$ cat config.mk
export PLATFORM = sky130hd
export DESIGN_NAME = can_fault_classifier
export DESIGN_NICKNAME = d
export VERILOG_FILES = /design/src/rtl/can_fc_pkg.sv /design/src/rtl/can_fc_state_decode.sv /design/src/rtl/can_fc_err_select.sv /design/src/rtl/can_fc_dir_attr.sv /design/src/rtl/can_fc_satcnt.sv /design/src/rtl/can_fault_classifier.sv
export SDC_FILE = /design/constraint.sdc
export NUM_CORES = 1
export LEC_CHECK = 0
export BUFFER_PORTS_ARGS = -buffer_cell sky130_fd_sc_hd__buf_2
export CELL_PAD_IN_SITES_DETAIL_PLACEMENT = 1
export CELL_PAD_IN_SITES_GLOBAL_PLACEMENT = 1
export CORE_UTILIZATION = 33
export DETAILED_ROUTE_END_ITERATION = 16
export HOLD_SLACK_MARGIN = 0.05
export PLACE_DENSITY = 0.78
export RECOVER_POWER = 50
export SLEW_MARGIN = 20
export SYNTH_ARGS = -nofsm -noshare
export SYNTH_HDL_FRONTEND = slang
export SYNTH_SLANG_ARGS = --single-unit
$ cat constraint.sdc
create_clock -name clk -period 2.8 [get_ports clk]
set_clock_uncertainty 0.05 [all_clocks]
set_input_delay 0.56 -clock clk [delete_from_list [all_inputs] [get_ports clk]]
set_output_delay 0.56 -clock clk [all_outputs]
set_load 0.01 [all_outputs]
$ cat src/rtl/can_fc_pkg.sv
package can_fc_pkg;

    typedef enum logic [1:0] {
        FC_ACTIVE  = 2'd0,
        FC_WARNING = 2'd1,
        FC_PASSIVE = 2'd2,
        FC_BUSOFF  = 2'd3
    } fc_state_e;

    typedef enum logic [2:0] {
        FC_ET_NONE  = 3'd0,
        FC_ET_BIT   = 3'd1,
        FC_ET_FORM  = 3'd2,
        FC_ET_STUFF = 3'd3,
        FC_ET_CRC   = 3'd4,
        FC_ET_ACK   = 3'd5
    } fc_etype_e;

    // Bit positions in the error-flag byte
    localparam int unsigned FLG_BUSOFF = 7;
    localparam int unsigned FLG_TXPASS = 6;
    localparam int unsigned FLG_RXPASS = 5;
    localparam int unsigned FLG_BIT    = 4;
    localparam int unsigned FLG_FORM   = 3;
    localparam int unsigned FLG_CRC    = 2;
    localparam int unsigned FLG_ACK    = 1;
    localparam int unsigned FLG_STUFF  = 0;
    // Bit position in the status byte
    localparam int unsigned STS_WARN   = 4;

    localparam logic [7:0] PROT_MASK   = 8'h1F;
    localparam int unsigned N_PROT     = 5;

    // Protocol error bits in reporting priority, highest first
    localparam int unsigned PROT_ORDER [N_PROT] =
        '{FLG_BIT, FLG_FORM, FLG_STUFF, FLG_CRC, FLG_ACK};

    typedef struct packed {
        fc_state_e  st;
        logic [1:0] dir;   // bit0 transmit, bit1 receive
    } fc_chg_t;

    function automatic logic any_prot(input logic [7:0] flags);
        return |(flags & PROT_MASK);
    endfunction

endpackage

$ cat src/rtl/can_fc_state_decode.sv
module can_fc_state_decode
    import can_fc_pkg::*;
(
    input  logic [7:0] flags_i,
    input  logic [7:0] status_i,
    output fc_state_e  state_o
);
    always_comb begin
        if (flags_i[FLG_BUSOFF])
            state_o = FC_BUSOFF;
        else if (flags_i[FLG_TXPASS] || flags_i[FLG_RXPASS])
            state_o = FC_PASSIVE;
        else if (status_i[STS_WARN])
            state_o = FC_WARNING;
        else
            state_o = FC_ACTIVE;
    end
endmodule

$ cat src/rtl/can_fc_err_select.sv
module can_fc_err_select
    import can_fc_pkg::*;
(
    input  logic [7:0] flags_i,
    output fc_etype_e  type_o,
    output logic       any_o
);
    always_comb begin
        type_o = FC_ET_NONE;
        // Walk from lowest to highest priority; the last hit wins
        for (int i = N_PROT - 1; i >= 0; i--) begin
            if (flags_i[PROT_ORDER[i]])
                type_o = fc_etype_e'(3'(i + 1));
        end
        any_o = any_prot(flags_i);
    end
endmodule

$ cat src/rtl/can_fc_dir_attr.sv
module can_fc_dir_attr #(
    parameter int unsigned CNT_W = 8
) (
    input  logic [CNT_W-1:0] tec_i,
    input  logic [CNT_W-1:0] rec_i,
    output logic [1:0]       dir_o
);
    assign dir_o[0] = (tec_i >= rec_i);
    assign dir_o[1] = (rec_i >= tec_i);
endmodule

$ cat src/rtl/can_fc_satcnt.sv
module can_fc_satcnt #(
    parameter int unsigned W = 8
) (
    input  logic         clk,
    input  logic         rst,
    input  logic         inc_i,
    output logic [W-1:0] cnt_o
);
    localparam logic [W-1:0] CMAX = {W{1'b1}};

    always_ff @(posedge clk) begin
        if (rst)
            cnt_o <= '0;
        else if (inc_i && cnt_o != CMAX)
            cnt_o <= cnt_o + W'(1);
    end
endmodule

$ cat src/rtl/can_fault_classifier.sv
module can_fault_classifier
    import can_fc_pkg::*;
#(
    parameter int unsigned CNT_W      = 8,
    parameter int unsigned BERR_CNT_W = 8
) (
    input  logic                  clk,
    input  logic                  rst,
    input  logic                  sample_i,
    input  logic [7:0]            err_flags_i,
    input  logic [7:0]            status_i,
    input  logic                  berr_irq_i,
    input  logic                  berr_rep_en_i,
    input  logic [CNT_W-1:0]      tec_i,
    input  logic [CNT_W-1:0]      rec_i,
    input  logic                  restart_i,
    output logic [1:0]            state_o,
    output logic                  busoff_o,
    output logic                  chg_valid_o,
    output logic [1:0]            chg_state_o,
    output logic [1:0]            chg_dir_o,
    output logic                  berr_valid_o,
    output logic [2:0]            berr_type_o,
    output logic [CNT_W-1:0]      snap_tec_o,
    output logic [CNT_W-1:0]      snap_rec_o,
    output logic [BERR_CNT_W-1:0] berr_count_o
);
    fc_state_e  new_st;
    fc_etype_e  sel_type;
    logic       prot_any;
    logic [1:0] dir;

    can_fc_state_decode u_dec (
        .flags_i  (err_flags_i),
        .status_i (status_i),
        .state_o  (new_st)
    );

    can_fc_err_select u_sel (
        .flags_i (err_flags_i),
        .type_o  (sel_type),
        .any_o   (prot_any)
    );

    can_fc_dir_attr #(.CNT_W(CNT_W)) u_dir (
        .tec_i (tec_i),
        .rec_i (rec_i),
        .dir_o (dir)
    );

    fc_state_e        state_q;
    logic             busoff_q;
    logic             chg_valid_q;
    fc_chg_t          chg_q;
    logic             berr_valid_q;
    fc_etype_e        berr_type_q;
    logic             pend_q;
    logic [CNT_W-1:0] snap_tec_q;
    logic [CNT_W-1:0] snap_rec_q;

    logic accept, chg_now, be_now, berr_issue;

    always_comb begin
        accept     = sample_i && !busoff_q && !pend_q;
        chg_now    = accept && (new_st != state_q);
        be_now     = accept && berr_rep_en_i && berr_irq_i && prot_any;
        berr_issue = (be_now && !chg_now) || pend_q;
    end

    always_ff @(posedge clk) begin
        if (rst) begin
            state_q      <= FC_ACTIVE;
            busoff_q     <= 1'b0;
            chg_valid_q  <= 1'b0;
            chg_q        <= '{st: FC_ACTIVE, dir: 2'b00};
            berr_valid_q <= 1'b0;
            berr_type_q  <= FC_ET_NONE;
            pend_q       <= 1'b0;
            snap_tec_q   <= '0;
            snap_rec_q   <= '0;
        end else begin
            chg_valid_q  <= chg_now;
            berr_valid_q <= berr_issue;
            pend_q       <= be_now && chg_now;
            if (be_now)
                berr_type_q <= sel_type;
            if (accept) begin
                snap_tec_q <= tec_i;
                snap_rec_q <= rec_i;
            end
            if (chg_now) begin
                state_q   <= new_st;
                chg_q.st  <= new_st;
                chg_q.dir <= dir;
                if (new_st == FC_BUSOFF)
                    busoff_q <= 1'b1;
            end else if (restart_i && busoff_q) begin
                state_q  <= FC_ACTIVE;
                busoff_q <= 1'b0;
            end
        end
    end

    can_fc_satcnt #(.W(BERR_CNT_W)) u_cnt (
        .clk   (clk),
        .rst   (rst),
        .inc_i (berr_issue),
        .cnt_o (berr_count_o)
    );

    assign state_o      = state_q;
    assign busoff_o     = busoff_q;
    assign chg_valid_o  = chg_valid_q;
    assign chg_state_o  = chg_q.st;
    assign chg_dir_o    = chg_q.dir;
    assign berr_valid_o = berr_valid_q;
    assign berr_type_o  = berr_type_q;
    assign snap_tec_o   = snap_tec_q;
    assign snap_rec_o   = snap_rec_q;
endmodule

**Yosys cells after proc, flatten, opt, wreduce, memory -nomap -nowiden**

Index checks and enable logic that the tools add are counted.

- Eq/ne operators: 4
- Reduce and logical (&&, ||, !) cells: 18
- Order comparisons: 2
- Mux-type cells: 13
- Add/subtract/negate cells: 1

Operators by type and width:

| cell | number |
|---|---|
| greater-or-equal comparator 8 bit | 2 |
| two-way mux 3 bit | 5 |
| logical AND 1 bit | 10 |
| adder 8 x 1 -> 8 bit, second input constant | 1 |
| two-way mux 2 bit | 4 |
| inequality test 8 bit, second input constant | 1 |
| OR reduction 5 bit | 1 |
| two-way mux 1 bit | 4 |
| zero test 1 bit | 3 |
| equality test 2 bit, second input constant | 1 |
| logical OR 1 bit | 2 |
| inequality test 2 x 1 -> 1 bit, second input constant | 1 |
| inequality test 2 bit | 1 |
| AND reduction 2 bit | 1 |
| nonzero test 2 bit | 1 |

- Bits of input ports: 38
- Register bits after elaboration: 37
- Output and inout bits: 36
- Word-level logic and storage cells: 49

**Longest topological paths before layout**

- Word-level depth: 9
- Mapped depth: 7
- Depth with buffers taken out: 7

**Modules after synthesis**

A second synthesis with hierarchy kept.

- Cell total of the unflattened synthesis: 213
- Area total of the unflattened synthesis: 1804.2 µm²

Modules (own cells, without submodules):

| module | area an instance (µm²) | sequential area each (µm²) | times used | cells an instance |
|---|---|---|---|---|
| can_fault_classifier | 1102.3 | 580.6 | 1 | 127 |
| can_fc_satcnt | 430.4 | 160.2 | 1 | 46 |
| can_fc_dir_attr | 209.0 | 0.0 | 1 | 29 |
| can_fc_err_select | 45.0 | 0.0 | 1 | 8 |
| can_fc_state_decode | 17.5 | 0.0 | 1 | 3 |

**Worst setup path after synthesis**

OpenSTA, ideal clock, no wires.

- Path type: input to register
- Start: in err_flags_i[5]
- End: reg u_cnt.cnt_o[5]
- Cell stages on the path: 5
- Setup time: 0.123 ns
- Buffers on the path: 0
- Arrival time: 2.003 ns
- Setup slack: 0.623 ns
- Required time: 2.627 ns
- Cell sequence: or4_4 > a211oi_4 > o211ai_2 > a21oi_1 > mux2_1

- Cells in the longest elaborated chain, start to end: 9

RTL lines:

| item | line | RTL |
|---|---|---|
| start: declaration | can_fault_classifier.sv:10 | `input logic [7:0] err_flags_i,` |
| logical OR 1 bit | can_fc_state_decode.sv:11 | `else if (flags_i[FLG_TXPASS] \|\| flags_i[FLG_RXPASS])` |
| two-way mux 2 bit | can_fc_state_decode.sv:11 |  |
| two-way mux 2 bit | can_fc_state_decode.sv:9 | `if (flags_i[FLG_BUSOFF])` |
| inequality test 2 bit | can_fault_classifier.sv:65 | `chg_now = accept && (new_st != state_q);` |
| logical AND 1 bit | can_fault_classifier.sv:65 |  |
| zero test 1 bit | can_fault_classifier.sv:67 | `berr_issue = (be_now && !chg_now) \|\| pend_q;` |
| logical AND 1 bit | can_fault_classifier.sv:67 |  |
| logical OR 1 bit | can_fault_classifier.sv:67 |  |
| logical AND 1 bit | can_fc_satcnt.sv:14 | `else if (inc_i && cnt_o != CMAX)` |
| end signal: assignment | can_fc_satcnt.sv:15 | `cnt_o <= cnt_o + W'(1);` |
| end: declaration | can_fc_satcnt.sv:7 | `output logic [W-1:0] cnt_o` |

No other way between the ends.
A chain may end at the register's enable or synchronous reset.

**Worst setup path in the final report**

- Start: reg state_q[1], in the netlist state_o[1]
- End: reg u_cnt.cnt_o[3]

- Cells in the longest elaborated chain, start to end: 6

RTL lines:

| item | line | RTL |
|---|---|---|
| start: declaration | can_fault_classifier.sv:51 | `fc_state_e state_q;` |
| start signal: assignment | can_fault_classifier.sv:92 | `state_q <= new_st;` |
| inequality test 2 bit | can_fault_classifier.sv:65 |  |
| logical AND 1 bit | can_fault_classifier.sv:65 |  |
| zero test 1 bit | can_fault_classifier.sv:67 |  |
| logical AND 1 bit | can_fault_classifier.sv:67 |  |
| logical OR 1 bit | can_fault_classifier.sv:67 |  |
| logical AND 1 bit | can_fc_satcnt.sv:14 |  |

No other way between the ends.

==> flow_summary.toml <==
[outcome]
status = "finished, final reports clean"

[synth]
synth_compound_area_share_pct = 19.94
synthArstFlopShare_pct = 0
synth_simple_gate_area_share_pct = 24.77
yosysMostFrequentCell = "nand2_1"
syn_area_per_cell_um2 = 8.277
synth.cell_area_um2 = 1763
yosys.area.top_type_share_pct = 42.02
netlist.top_cell.by_area = "dfxtp_1"
yosysSeqAreaShare_pct = 42.02
synthTopCellsByCount = "nand2_1, dfxtp_1, a21oi_1, nor2_1"
synth_fp_nets = 260
ys_warn_count = 0
synth_area_leaders = "dfxtp_1, a21oi_1, nand2_1"
synth_cells = 213
yosys.area_share.adder_pct = 6.388
synth-seq-cells = 37
ys.flop_type = "dfxtp_1"
synthMuxAreaShare_pct = 3.194
synth_xor_area_share_pct = 0
synth_top_family_by_area = "simple AND/OR/NAND/NOR gates"
synth-edff-count = 0
synth_cell_types = 40

[critical_path]
crit_start = "state_o[1]"
critPathLaunchType = "register"
cp-end-kind = "register"
r2r_start = "state_o[1]"
cp_data_required_time_ns = 2.93
rrSetupSlack_ns = 0.64
cp_max_fo = 7
arrival_ns = 2.28
path_class = "reg -> reg"

[cells_and_area]
n_antenna_cell = 0
fin_nets = 329
area_growth_pct = 25.55
fillers = 681
drive_gt1_share_pct = 18.51
finalInstanceArea_um2 = 2213
utilization_pct = 43.06

[route]
via_per_inst = 4.889
wirelength_um = 4648
post-route-drc-count = 0
wire_per_inst_um = 13.24
first_pass_iters = 4
ant_nets = 0
num_vias = 1716
first_iter_violations = 44

[die]
pin_count = 74
die_w_um = 75.09
dieHeight_um = 75.09
fp-row-count = 26
core_um2 = 5140
initial_core_util_pct = 34.30
die-area_um2 = 5639

[pwr]
powerDensity_nw_per_um2 = 493.5
leakage_nw = 0.9465
ir_worst_vdd_mv = 0.1646

[global_routing]
grt_overflow = 0
grt_pass1_wl_um = 7189
grt_pass1_vias = 1652
antenna_found_initial = 0
grt_max_degree = 27
track_usage_pct = 16.92

[placement]
portBuffers = 66
gp_congestion = 0.7415
place_hpwl_um = 3664
post_dp_cell_area_um2 = 2176

[clocking]
cts.sinks = 37
tritoncts = "done"
cts_made_buffers = 5
cts_root_buffer = "clkbuf_8"
post_cts_buffers = 0
postCtsHoldBufs = 0
cts_max_level = 2
clk_pin_slew_worst_paths_ns = 0.07
cts.path.max_buffers = 2
cts_resized = 0
clock_latency_ns = 0.28

[timing]
layout_min_cycle_time_ns = 2.158
slew_viol_final = 0
grt_setup_unrepaired = "no"
max_slew_margin_pct = 66.76
setup_viol = 0
finalHoldViolCount = 0
post-route-period-util_pct = 77.07
fmax_mhz = 463.4
setup_tns_ns = 0
worst_slew_pin_slew_ns = 0.4986
holdWs_ns = 0.4039

[run]
maxCapViolCount = 0

[worst_hold_path]
hold_start = "snap_tec_o[3]"
hp-class = "reg -> reg"
-- state kept, by name, indices dropped and copies added, names as in the netlist --
signal,flops
state_o,2
chg_dir_o,2
snap_tec_o,8
berr_valid_o,1
snap_rec_o,8
chg_valid_o,1
pend_q,1
chg_state_o,2
busoff_o,1
berr_type_o,3
u_cnt.cnt_o,8
-- worst max-delay path, cell delays in order (launching register included) --
cell and delay [ns]:
dfxtp_1 0.37, or4_4 0.56, a211oi_4 0.32, o211ai_2 0.22, a21oi_1 0.20, mux2_1 0.33
-- power by group --
part	switching, W	internal [W]	total [W]
sequential	0.0000171	0.000554	0.000571
combinational	0.000108	0.0000703	0.000178
clock	0.000180	0.000164	0.000343
-- stage by stage --
stage               power [W]  setup slack, ns  cells
detailed placement  0.0007696           0.3557    345
global route         0.001159           0.5364    351
global placement    0.0007623           0.3884    345
CTS                  0.001116           0.6455    351
finish               0.001092           0.6420    351
floorplan           0.0006843           0.6233    213
-- per-layer routing --
metal | wire (um) | global-route usage, % | up-vias
met5 | 0 | 0 | -
met4 | 70 | 6.918 | 0
met3 | 159 | 2.410 | 6
met2 | 2301 | 30.93 | 36
met1 | 2117 | 19.72 | 800
li1 | - | - | 874
-- logic make-up after synthesis --
family | Yosys count
compound gates | 54
mux | 5
flops | 37
simple gates | 91
buf+inv | 17
fa+ha+maj | 9
-- worst paths after layout --
path | to | cells after the start
setup reg to reg | u_cnt.cnt_o[3] | 5
hold reg to reg | snap_tec_o[3] | 2
hold / removal | snap_tec_o[3] | 2
setup / recovery | u_cnt.cnt_o[3] | 5
-- cells in the final DEF, fill, tap and decap left out, drive strengths merged, types with 2 or more instances in the layout --
cell / netlist / routed
buf: 2 / 40
inv: 10 / 10
nor2: 13 / 13
nand4: 3 / 3
a21boi: 2 / 2
o211ai: 2 / 2
nand3: 9 / 9
nor3b: 2 / 2
mux2: 5 / 5
o21ai: 8 / 8
and2: 2 / 2
or4: 2 / 2
a21oi: 31 / 31
clkbuf: 5 / 34
nand2: 40 / 40
nor3: 4 / 4
nand3b: 2 / 2
ha: 9 / 9
nor2b: 10 / 10
or3: 3 / 3
dfxtp: 37 / 37
-- area by class of cell --
type	count	area [um^2]	area share, %
clock buffer	5	68.82	3.109
inverter	10	37.54	1.696
clock inverter	1	5.005	0.2261
multi-input combinational	159	957.2	43.24
tap	70	87.58	3.957
sequential	37	740.7	33.47
timing repair buffer	69	316.6	14.30
(Power assumes the default switching activity.)
